<file path="config.mk">
export PLATFORM = sky130hd
export DESIGN_NAME = phy_pwr_seq
export DESIGN_NICKNAME = d
export VERILOG_FILES = /design/src/rtl/phy_pwr_seq.sv
export SDC_FILE = /design/constraint.sdc
export NUM_CORES = 1
export LEC_CHECK = 0
export ABC_AREA = 1
export BUFFER_PORTS_ARGS = -buffer_cell sky130_fd_sc_hd__buf_4
export CORE_ASPECT_RATIO = 1.5
export CORE_MARGIN = 2
export CORE_UTILIZATION = 43
export DETAILED_ROUTE_END_ITERATION = 7
export PLACE_DENSITY = 0.56
export SYNTH_ARGS = -nofsm -noshare
export SYNTH_HDL_FRONTEND = slang
export SYNTH_SLANG_ARGS = --single-unit
</file>
<file path="constraint.sdc">
create_clock -name clk -period 5.4 [get_ports clk]
set_clock_uncertainty 0.2 [all_clocks]
set_input_delay 0.27 -clock clk [delete_from_list [all_inputs] [get_ports clk]]
set_output_delay 0.27 -clock clk [all_outputs]
set_load 0.01 [all_outputs]
</file>
<file path="src/rtl/phy_pwr_seq.sv">
module phy_pwr_seq #(
  parameter int unsigned CLK_HZ     = 200_000_000,
  parameter int unsigned SETTLE_US  = 3,
  parameter int unsigned CAL_TMO_US = 50,
  parameter int unsigned DLL_TMO_US = 50_000,
  parameter int unsigned RATE_W     = 20
) (
  input  logic              clk,
  input  logic              rst_n,
  input  logic              start_i,
  input  logic              stop_i,
  input  logic [RATE_W-1:0] rate_khz_i,
  input  logic              cal_done_i,
  input  logic              dll_rdy_i,
  output logic              pdb_o,
  output logic              dll_en_o,
  output logic [1:0]        fsel_o,
  output logic              busy_o,
  output logic              done_o,
  output logic              err_o,
  output logic              warn_o
);
  localparam int unsigned CPU     = CLK_HZ / 1_000_000;
  localparam int unsigned SET_CYC = SETTLE_US * CPU;
  localparam int unsigned CAL_CYC = CAL_TMO_US * CPU;
  localparam int unsigned DLL_CYC = DLL_TMO_US * CPU;
  localparam int unsigned MAX_A   = (SET_CYC > CAL_CYC) ? SET_CYC : CAL_CYC;
  localparam int unsigned MAX_CYC = (MAX_A > DLL_CYC) ? MAX_A : DLL_CYC;
  localparam int unsigned CW      = $clog2(MAX_CYC + 1);

  typedef enum logic [2:0] {S_IDLE, S_DOWN, S_SETTLE, S_CAL, S_DLLEN, S_LOCK} st_t;

  st_t               st;
  logic              on_q;
  logic [RATE_W-1:0] rate_q;
  logic [CW-1:0]     cnt;
  logic [31:0]       r_now, r_held;

  assign r_now  = 32'(rate_khz_i);
  assign r_held = 32'(rate_q);
  assign busy_o = (st != S_IDLE);

  function automatic logic [1:0] band_of(logic [31:0] r);
    if (r == 32'd0)           return 2'd0;
    else if (r < 32'd75000)   return 2'd1;
    else if (r < 32'd125000)  return 2'd2;
    else if (r < 32'd175000)  return 2'd3;
    else                      return 2'd0;
  endfunction

  function automatic logic [31:0] ideal_of(logic [1:0] b);
    case (b)
      2'd1:    return 32'd50000;
      2'd2:    return 32'd100000;
      2'd3:    return 32'd150000;
      default: return 32'd200000;
    endcase
  endfunction

  function automatic logic warn_of(logic [31:0] r);
    logic [31:0] id, d;
    id = ideal_of(band_of(r));
    d  = (r > id) ? r - id : id - r;
    return (r > 32'd200000) || ((r > 32'd50000) && (d > 32'd15000));
  endfunction

  wire set_end = (cnt == CW'(SET_CYC - 1));
  wire cal_end = (cnt == CW'(CAL_CYC - 1));
  wire dll_end = (cnt == CW'(DLL_CYC - 1));

  always_ff @(posedge clk or negedge rst_n) begin
    if (!rst_n) begin
      st <= S_IDLE; on_q <= 1'b0; rate_q <= '0; cnt <= '0;
      pdb_o <= 1'b0; dll_en_o <= 1'b0; fsel_o <= 2'd0;
      done_o <= 1'b0; err_o <= 1'b0; warn_o <= 1'b0;
    end else begin
      done_o <= 1'b0;
      err_o  <= 1'b0;
      case (st)
        S_IDLE: if (start_i || stop_i) begin
          st       <= S_DOWN;
          on_q     <= start_i;
          pdb_o    <= 1'b0;
          dll_en_o <= 1'b0;
          if (start_i) begin
            rate_q <= rate_khz_i;
            warn_o <= warn_of(r_now);
          end else begin
            warn_o <= 1'b0;
          end
        end
        S_DOWN: begin
          cnt <= '0;
          if (on_q) st <= S_SETTLE;
          else begin st <= S_IDLE; done_o <= 1'b1; end
        end
        S_SETTLE: begin
          if (set_end) begin
            pdb_o <= 1'b1; st <= S_CAL; cnt <= '0;
          end else cnt <= cnt + 1'b1;
        end
        S_CAL: begin
          if (cal_done_i) begin
            fsel_o <= band_of(r_held); st <= S_DLLEN;
          end else if (cal_end) begin
            err_o <= 1'b1; st <= S_IDLE;
          end else cnt <= cnt + 1'b1;
        end
        S_DLLEN: begin
          dll_en_o <= 1'b1;
          cnt      <= '0;
          if (rate_q == '0) begin done_o <= 1'b1; st <= S_IDLE; end
          else st <= S_LOCK;
        end
        S_LOCK: begin
          if (dll_rdy_i) begin
            done_o <= 1'b1; st <= S_IDLE;
          end else if (dll_end) begin
            err_o <= 1'b1; st <= S_IDLE;
          end else cnt <= cnt + 1'b1;
        end
        default: st <= S_IDLE;
      endcase
    end
  end

  p_down_low_r2: assert property (@(posedge clk) disable iff (!rst_n)
    (st == S_DOWN) |-> (!pdb_o && !dll_en_o));
  p_pdb_after_settle_r3: assert property (@(posedge clk) disable iff (!rst_n)
    $rose(pdb_o) |-> $past(st == S_SETTLE));
  p_cal_timeout_r4: assert property (@(posedge clk) disable iff (!rst_n)
    (err_o && !dll_en_o) |-> ($past(!cal_done_i) && pdb_o));
  p_fsel_before_dll_r5: assert property (@(posedge clk) disable iff (!rst_n)
    $rose(dll_en_o) |-> (pdb_o && $stable(fsel_o)));
  p_lock_timeout_r7: assert property (@(posedge clk) disable iff (!rst_n)
    (err_o && dll_en_o) |-> $past(!dll_rdy_i));
  p_done_pulse_r11: assert property (@(posedge clk) disable iff (!rst_n)
    done_o |=> !done_o);
  p_err_pulse_r11: assert property (@(posedge clk) disable iff (!rst_n)
    err_o |=> !err_o);
  p_excl_r11: assert property (@(posedge clk) disable iff (!rst_n)
    !(done_o && err_o));
  p_end_idle_r10: assert property (@(posedge clk) disable iff (!rst_n)
    (done_o || err_o) |-> (!busy_o && $past(busy_o)));
endmodule

</file>
==> impl_metrics.csv, run 1 <==
group,metric,value,unit
clock_tree,cts_made_buffers,5,
run,cap_violations,0,
yosys,synth_top_area_share,25.2,%
clock_tree,path_clk_slew,70,ps
floorplanning,io_pins,34,
clock_tree,cts_resized,0,
sta,setup_viol,0,
yosys,syn-cell-area,5470,um2
yosys,synth_xor_xnor_area_share,1.76,%
final_layout,diodes,0,
worst_setup_path,max_stage_delay,420,ps
grt,grtUsageTotal,28.0,%
sta,slew_violations,0,
floorplanning,die_w,96.1,um
worst_setup_path,cpMaxStageDelayCell,"ha_1",
worst_setup_path,worstPathRequired,5390,ps
placement,portBuffers,33,
yosys,avgSynthCellArea,6.14,um2
worst_setup_path,critical_path.endpoint_type,"flip-flop",
final_layout,area_growth,10.5,%
grt,grt_pass1_wl,29100,um
floorplanning,die_h,142,um
clock_tree,h-tree-depth,2,
worst_setup_path,path_max_fanout,19,
final_layout,seqCellArea,1380,um2
final_layout,n_fill_cell,1340,
yosys,synth_cells,890,
hold_path,min-delay-path-class,"primary input to flip-flop",
yosys,seq_area_frac_synth,25.2,%
grt,antenna_found_initial,0,
yosys,synth_edf_count,0,
final_layout,nNetsFinal,977,
placement,hpwl,15300,um
floorplanning,start_util,43.9,%
clock_tree,cts_tree,"yes",
pwr,peakVddDrop,0.136,mV
detailed_routing,drt_pass1_iterations,5,
sta,worst_slew_pin_slew,1130,ps
grt,overflow,0,
sta,finalHoldViolations,0,
sta,period_share,86.7,%
clock_tree,cts-root-buf,"clkbuf_16",
final_layout,multi_input_area,3500,um2
detailed_routing,avgViaCountPerCell,5.51,
worst_setup_path,arrival,4670,ps
yosys,synth_top_flop_cell,"dfrtp_1",
clock_tree,clk_path_buf_depth,2,
detailed_routing,num_vias,5941,
sta,fmax,214,MHz
detailed_routing,drc_errors,0,
yosys,synth-simple-area-share,45.4,%
worst_setup_path,path_class,"primary input to flip-flop",
yosys,synth_area_leader_cell,"dfrtp_1",
sta,finalCriticalPeriod,4680,ps
sta,grt_setup_unrepaired,"false",
yosys,synth.distinct_cells,47,
yosys,yosysMostFrequentCell,"nand2_1",
pwr,power,2.01,mW
yosys,synth_top_family_by_area,"simple AND/OR/NAND/NOR gates",
pwr,power_density,333,nW/um2
detailed_routing,ant_nets,0,
detailed_routing,wl_per_cell,17.1,um
final_layout,layout-drive-gt1-share,9.75,%
placement,place.gp.congestion,1.00,
detailed_routing,first_iter_violations,275,
clock_tree,cts_num_sinks,55,
sta,tns,0,ps
grt,grt_pass1_vias,5940,
worst_setup_path,cp_common_cell,"nand2_1",
yosys,synth_adder_area_share,6.54,%
yosys,synth-async-reset-ratio,100,%
yosys,ys_ff_latch,55,
grt,grt_max_degree,56,
floorplanning,dieArea,13700,um2
detailed_routing,routed_wl,18400,um
outcome,status,"finished, final reports clean",
yosys,synth_compound_area_share,10.3,%
clock_tree,insertion_delay,290,ps
yosys,yosysWarnings,0,
yosys,synth_commonest_cells,"nand2_1, inv_1, nor2_1, nand3_1, dfrtp_1",
yosys,syn_nets,944,
floorplanning,rows,50,
yosys,synthMuxAreaShare,0,%
floorplanning,core_region_area,12400,um2
pwr,power.static_leakage,3.07,nW
yosys,synthTopCellsByArea,"dfrtp_1, nand2_1, inv_1, nor2_1, nand3_1",
sta,relSlewSlack,24.3,%
worst_setup_path,critPathLaunchType,"primary input",
worst paths after layout:
check / startpoint / end / slack [ps] / depth (start not counted)
setup / recovery: rate_khz_i[5] / warn_o / 720 / 30
hold / removal: dll_rdy_i / done_o / 80 / 3
setup reg to reg: cnt[0] / cnt[11] / 2350 / 12
hold reg to reg: dll_en_o / dll_en_o / 280 / 2
max in group asynchronous: rst_n / rate_q[1] / 4190 / 2
min in group asynchronous: rst_n / cnt[14] / 360 / 2
sequential cells by signal (all words and copies together) (netlist names), 2 cells and up:
name,cells
fsel_o,2
st,3
rate_q,20
cnt,24
worst max-delay path: cells and delay by family:
family	cells	cell delay (ps)
and+or+nand+nor	21	2260
AOI/OAI and AO/OA	3	780
adders and majority gates	2	740
buffers and inverters	4	600
kinds of logic (layout without fill, tap and decap cells):
| logic type | after synthesis | after routing |
|---|---|---|
| compound gates | 103 | 103 |
| xor+xnor | 11 | 11 |
| fa+ha+maj | 28 | 28 |
| buf+inv | 150 | 183 |
| flops | 55 | 55 |
| simple gates | 543 | 543 |
layout by cell type (no fill, tap or decap), drive strengths merged, types with 2 or more instances in the layout:
cell	n
o21bai	2
nand3	70
nor2	106
xor2	8
nand2	289
dfrtp	55
ha	27
nor3	29
nand4	28
inv	137
a31oi	6
or2	3
clkbuf	6
a21oi	38
nand3b	3
and3	2
dlygate4sd3	3
nor3b	2
buf	35
o211ai	3
o21ai	45
xnor2	3
nor4	9
o31ai	4
per-stage QoR:
| step | setup slack [ps] | instances | instance area, um2 | hold slack, ps | utilization (%) |
|---|---|---|---|---|---|
| after global placement | 517 | 1069 | 5860 | 159 | 47.0 |
| after floorplan | 1430 | 890 | 5470 | -226 | - |
| after global routing | 223 | 1079 | 6040 | 80.5 | 48.6 |
| final | 718 | 1079 | 6040 | 80.3 | 48.6 |
| after detailed placement | 425 | 1069 | 5860 | 166 | 47.0 |
| after CTS | 730 | 1079 | 6040 | 75.2 | 48.6 |
repair_timing:
| action | in CTS | in global routing |
|---|---|---|
| hold buffers | 3 | 0 |
| endpoints found under the hold margin | 56 | 0 |
| buffers inserted | 0 | 0 |
per-layer routing:
layer | share of wire (%) | vias to the layer above | track usage, %
li1 | - | 2936 | -
met5 | 0 | - | 0
met4 | 7.9 | 0 | 20.3
met3 | 2.4 | 79 | 2.07
met1 | 35 | 2769 | 26.4
met2 | 55 | 157 | 53.8
power by group:
part	leakage, nW	internal, mW	total (mW)	switching, mW
clock	0.0769	0.217	0.362	0.145
combinational	2.27	0.315	0.993	0.678
sequential	0.724	0.530	0.657	0.127
final cells by class:
| cell class | count | share of cell area (%) |
|---|---|---|
| tap | 156 | 3.23 |
| timing repair buffer | 38 | 4.84 |
| inverter | 138 | 8.57 |
| clock buffer | 6 | 2.13 |
| clock inverter | 1 | 0.497 |
| multi-input combinational | 685 | 58.0 |
| sequential | 55 | 22.8 |
(Power assumes the default switching activity.)
==> run 2: changes to the inputs <==
ABC_AREA = 0   (was 1)
==> impl_metrics.csv, run 2 <==
group,metric,value,unit
grt,grt_pass1_vias,4286,
worst_setup_path,critPathLaunchType,"primary input",
yosys,ys_ff_latch,55,
pwr,power_switching,0.790,mW
yosys,synth_commonest_cells,"dfrtp_1, nor2_1, nand2_1, o21ai_0, a21oi_1",
clock_tree,path_clk_slew,70,ps
detailed_routing,first_iter_violations,135,
grt,overflow,0,
pwr,pwr-share-seq,35.5,%
worst_setup_path,path_max_fanout,8,
clock_tree,cts_setup_buffers,0,
yosys,synth_area_leader_cell,"dfrtp_1",
final_layout,n_fill_cell,980,
grt,grtUsageTotal,23.5,%
sta,period_share,94.4,%
yosys,yosysMostFrequentCell,"dfrtp_1",
floorplanning,die_h,130,um
final_layout,multi_input_area,2960,um2
floorplanning,die_w,87.9,um
final_layout,area_growth,13.4,%
hold_path,min-delay-path-class,"primary input to flip-flop",
worst_setup_path,worstPathRequired,5410,ps
pwr,intPower,1.13,mW
yosys,syn-cell-area,4540,um2
yosys,seq_area_frac_synth,30.3,%
floorplanning,core_region_area,10200,um2
yosys,synthTopCellsByArea,"dfrtp_1, ha_1, mux2_2, o21ai_0, nor2_1",
grt,grt_max_degree,56,
clock_tree,cts-root-buf,"clkbuf_16",
floorplanning,io_pins,34,
final_layout,largest-register,"cnt",
final_layout,seqCellArea,1380,um2
grt,gr-usage-met1,25.1,%
sta,setup_viol,0,
final_layout,final_cell_mix,"dfrtp_1, buf_4, nor2_1, nand2_1, o21ai_0",
clock_tree,h-tree-depth,2,
sta,whs,17.7,ps
grt,grt_use_met2,45.1,%
clock_tree,cts_num_sinks,55,
pwr,combPwrFrac,45.9,%
grt,use_met3,2.28,%
sta,grt_setup_unrepaired,"false",
yosys,synth_cells,549,
clock_tree,cts_tree,"yes",
yosys,avgSynthCellArea,8.26,um2
sta,finalHoldViolations,0,
pwr,switching_share,41.2,%
clock_tree,cts_made_buffers,5,
detailed_routing,drt_pass1_iterations,4,
worst_setup_path,path_class,"primary input to flip-flop",
placement,portBuffers,33,
sta,finalCriticalPeriod,5100,ps
pwr,power,1.92,mW
detailed_routing,ant_nets,0,
floorplanning,dieArea,11400,um2
pwr,power_density,373,nW/um2
final_layout,final_common_cell,"dfrtp_1",
final_layout,diodes,0,
final_layout,nNetsFinal,636,
final_layout,layout-drive-gt1-share,16.2,%
placement,hpwl,10100,um
worst_setup_path,cp-startpoint,"rate_khz_i[6]",
final_layout,reg_top3,"cnt: 24 flops, rate_q: 20 flops, st: 3 flops",
detailed_routing,routed_wl,12700,um
detailed_routing,num_vias,4260,
pwr,peakVddDrop,0.297,mV
worst_setup_path,critical_path.endpoint_type,"flip-flop",
yosys,yosysWarnings,0,
final_layout,largest_register_ffs,24,
placement,place.gp.congestion,0.857,
worst_setup_path,arrival,5100,ps
outcome,status,"finished, final reports clean",
grt,grt.busiest_layer,"met2",
clock_tree,insertion_delay,290,ps
sta,relSlewSlack,31.3,%
hold_path,hp-start,"dll_rdy_i",
detailed_routing,avgViaCountPerCell,5.89,
yosys,synth-async-reset-ratio,100,%
yosys,synth_top_area_share,30.3,%
grt,grt_pass1_wl,21000,um
detailed_routing,wl_per_cell,17.6,um
worst_setup_path,r2r-start,"cnt[0]",
yosys,synth.distinct_cells,71,
yosys,synth_edf_count,0,
yosys,synth_top_flop_cell,"dfrtp_1",
detailed_routing,drc_errors,0,
clock_tree,clk_path_buf_depth,2,
floorplanning,rows,45,
sta,fmax,196,MHz
sta,slew_violations,0,
floorplanning,start_util,44.5,%
run,cap_violations,0,
sta,worst_slew_pin_slew,1030,ps
yosys,syn_nets,603,
pwr,power.static_leakage,2.18,nW
pwr,clock_power_share,18.6,%
grt,antenna_found_initial,0,
[run 2: changes by cell type in the layout (fill, tap and decap cells not counted), moves of 9 or more]
cell     previous run  this run
o21ai_1             3        13
o31ai_1             4        15
nor3_1             29        17
inv_1             122        22
inv_2              15         0
nor2_1             92        48
nand4_1            27        15
nand3_1            68        21
nand2_1           276        46
nor2b_1             0         9
mux2_2              0        19
buf_4              35        50
[run 2: timing repair]
item	CTS	global route
gates resized for setup	0	5
hold buffers	1	0
endpoints found under the setup margin	0	1
endpoints found under the hold margin	55	0
[run 2: critical path, cell delays in order]
cell,delay (ps)
buf_4,120
inv_1,70
or4_1,520
a31oi_1,220
o31ai_1,90
a21oi_1,230
o32ai_2,140
o31a_1,180
ha_1,220
nor2_1,160
inv_1,120
fa_1,430
nor2b_2,190
o31a_1,220
o211ai_1,150
a21o_2,330
or4b_2,620
o311ai_0,150
a211oi_2,190
nor3_2,240
a2bb2oi_1,220
[run 2: layout make-up]
class | count | share of cell area, %
clock buffers | 5 | 2.43
clock inverters | 2 | 0.730
inverters | 22 | 1.61
multi-input cells | 447 | 57.6
flip-flops and latches | 55 | 26.8
well taps | 141 | 3.43
repair buffers | 51 | 7.49
[run 2: path summary, 6_finish.rpt]
path | slack (ps) | depth (start not counted) | to
min reg2reg | 310 | 2 | fsel_o[1]
min | 20 | 2 | err_o
min in group asynchronous | 360 | 2 | on_q
max in group asynchronous | 4170 | 2 | rate_q[3]
max reg2reg | 1800 | 10 | cnt[21]
max | 300 | 21 | warn_o
[run 2: kinds of logic (layout without fill, tap and decap cells)]
logic type	Yosys count	in the layout	synth area share, %
XOR/XNOR	15	15	2.90
buffers and inverters	47	80	4.85
flip-flops	55	55	30.3
AND/OR/NAND/NOR	221	221	25.7
multiplexers	27	27	6.48
AO/OA/AOI/OAI	156	156	21.8
adder cells (fa/ha/maj)	28	28	7.89
[run 2: through the flow]
step / instance area (um2) / setup slack (ps) / util (%) / TNS [ps] / std cells
CTS: 5120 / 165 / 50.3 / 0 / 723
floorplan: 4540 / 722 / - / 0 / 549
detailed placement: 4950 / -95.9 / 48.6 / -95.9 / 715
finish: 5140 / 304 / 50.5 / 0 / 723
global route: 5140 / 32.1 / 50.5 / 0 / 723
global placement: 4950 / -22.7 / 48.6 / -22.7 / 715
[run 2: power by group through the flow]
| stage | Sequential (mW) | Clock, mW | Combinational (mW) |
|---|---|---|---|
| after CTS | 0.679 | 0.368 | 0.878 |
| after global placement | 0.683 | 0 | 0.868 |
| after floorplan | 0.634 | 0 | 0.701 |
| after detailed placement | 0.685 | 0 | 0.873 |
| after global routing | 0.706 | 0.381 | 0.988 |
| final | 0.681 | 0.356 | 0.879 |
[run 2: per-layer routing]
layer / wire [um] / up-vias
li1: - / 2083
met1: 4800 / 2058
met2: 7050 / 82
met3: 281 / 37
met4: 573 / 0
met5: 0 / -
==> run 3: changes to the inputs <==
CORE_UTILIZATION = 54   (was 43)
PLACE_DENSITY = 0.69   (was 0.56)
==> impl_metrics.csv, run 3 (synthesis gave the netlist of run 2 again) <==
group,metric,value,unit
floorplanning,dieArea,9160,um2
sta,relSlewSlack,31.7,%
worst_setup_path,path_max_fanout,8,
floorplanning,io_pins,34,
grt,grt_max_degree,56,
clock_tree,cts_made_buffers,5,
pwr,power.static_leakage,2.15,nW
sta,grt_setup_unrepaired,"false",
placement,portBuffers,33,
grt,antenna_found_initial,0,
clock_tree,path_clk_slew,70,ps
clock_tree,cts_tree,"yes",
worst_setup_path,critPathLaunchType,"primary input",
sta,fmax,197,MHz
pwr,switching_share,41.2,%
final_layout,largest-register,"cnt",
grt,grtUsageTotal,28.0,%
outcome,status,"finished, final reports clean",
worst_setup_path,critical_path.endpoint_type,"flip-flop",
hold_path,hold_depth,2,
sta,slew_violations,0,
hold_path,hp-start,"dll_rdy_i",
floorplanning,core_region_area,8310,um2
worst_setup_path,worst-r2r-cell-count,10,
grt,overflow,0,
sta,worst_slew_pin_slew,1020,ps
worst_setup_path,worstPathRequired,5400,ps
clock_tree,cts_num_sinks,55,
detailed_routing,ant_nets,0,
final_layout,final_common_cell,"dfrtp_1",
floorplanning,die_w,78.8,um
sta,finalHoldViolations,0,
final_layout,area_growth,11.1,%
detailed_routing,drt_pass1_iterations,5,
floorplanning,rows,41,
placement,place.gp.congestion,0.914,
pwr,intPower,1.12,mW
pwr,clock_power_share,18.7,%
pwr,power_density,378,nW/um2
clock_tree,cts_setup_buffers,0,
hold_path,hold_path_end,"err_o",
final_layout,reg_top3,"cnt: 24 flops, rate_q: 20 flops, st: 3 flops",
floorplanning,die_h,116,um
detailed_routing,routed_wl,12100,um
detailed_routing,num_vias,4267,
run,cap_violations,0,
clock_tree,clk_path_buf_depth,2,
detailed_routing,avgViaCountPerCell,6.26,
pwr,peakVddDrop,0.398,mV
detailed_routing,drc_errors,0,
grt,grt_pass1_wl,20200,um
grt,grt.busiest_layer,"met2",
grt,grt_use_met2,55.2,%
sta,period_share,94.0,%
grt,grt_pass1_vias,4218,
worst_setup_path,rr_endpoint,"cnt[19]",
final_layout,n_fill_cell,768,
final_layout,nNetsFinal,629,
final_layout,layout-drive-gt1-share,14.8,%
clock_tree,cts-root-buf,"clkbuf_16",
final_layout,final_cell_mix,"dfrtp_1, nor2_1, nand2_1, buf_4, o21ai_0",
sta,tns,0,ps
clock_tree,insertion_delay,290,ps
grt,use_met3,2.94,%
detailed_routing,wl_per_cell,17.8,um
pwr,pwr-share-seq,35.9,%
worst_setup_path,arrival,5080,ps
detailed_routing,first_iter_violations,217,
floorplanning,start_util,54.6,%
grt,gr-usage-met1,29.4,%
worst_setup_path,path_class,"primary input to flip-flop",
pwr,power,1.90,mW
worst_setup_path,r2r_slack,1760,ps
final_layout,diodes,0,
final_layout,largest_register_ffs,24,
worst_setup_path,r2r-start,"cnt[0]",
pwr,combPwrFrac,45.4,%
hold_path,min-delay-path-class,"primary input to flip-flop",
sta,setup_viol,0,
sta,finalCriticalPeriod,5080,ps
pwr,power_switching,0.785,mW
clock_tree,h-tree-depth,2,
placement,hpwl,9380,um
-- run 3: through the flow --
| step | cells | utilization (%) | worst slack, ps | hold WS [ps] | instance area (um2) |
|---|---|---|---|---|---|
| 3_5_place_dp | 674 | 58.4 | 129 | 154 | 4850 |
| 5_1_grt | 682 | 60.6 | 9.17 | 7.74 | 5040 |
| 4_1_cts | 682 | 60.5 | 382 | 2.15 | 5030 |
| 3_3_place_gp | 674 | 58.4 | 271 | 153 | 4850 |
| 6_report | 682 | 60.6 | 323 | 7.72 | 5040 |
| 2_1_floorplan | 549 | - | 722 | -226 | 4540 |
-- run 3: worst max-delay path by stage --
stage / from / endpoint / slack, ps / cells after the start
3_5_place_dp: rate_khz_i[3] / warn_o / 130 / 23
2_1_floorplan: rate_khz_i[3] / warn_o / 720 / 23
5_1_grt: rate_khz_i[6] / warn_o / 9 / 21
4_1_cts: rate_khz_i[3] / warn_o / 380 / 23
3_3_place_gp: rate_khz_i[3] / warn_o / 270 / 23
6_report: rate_khz_i[6] / warn_o / 320 / 21
-- run 3: layout make-up --
cell class / instances / area (um2) / area share [%]
Multi-Input combinational cell: 447 / 2950 / 58.6
Sequential cell: 55 / 1380 / 27.3
Timing Repair Buffer: 44 / 333 / 6.60
Tap cell: 107 / 134 / 2.66
Clock buffer: 5 / 125 / 2.48
Inverter: 22 / 82.6 / 1.64
Clock inverter: 2 / 37.5 / 0.745
-- run 3: metal layers --
layer	part of all wire, %	vias up
met3	2.3	30
met4	3.2	0
li1	-	2086
met5	0	-
met2	57	87
met1	37	2064
-- run 3: timing repair --
| action | 4_1_cts | 5_1_grt |
|---|---|---|
| resized for setup | 0 | 3 |
| setup endpoints to repair | 0 | 1 |
| endpoints found under the hold margin | 55 | 0 |
| hold buffers | 1 | 0 |
-- run 3: worst max-delay path, cell delays in order --
cell	delay (ps)
buf_4	120
inv_1	90
or4_1	560
a31oi_1	230
o31ai_1	90
a21oi_1	270
o32ai_2	150
o31a_1	190
ha_1	240
nor2_1	140
inv_1	110
ha_1	470
o21a_1	160
o31a_1	180
o211ai_1	130
a21o_1	330
or4b_2	650
o311ai_0	130
a211oi_1	140
nor3_1	220
a2bb2oi_1	220
-- run 3: power groups by stage --
stage / logic [mW] / clock network, mW / registers [mW]
finish: 0.864 / 0.356 / 0.685
global route: 0.969 / 0.382 / 0.703
detailed placement: 0.860 / 0 / 0.687
CTS: 0.867 / 0.368 / 0.682
global placement: 0.845 / 0 / 0.681
floorplan: 0.701 / 0 / 0.634
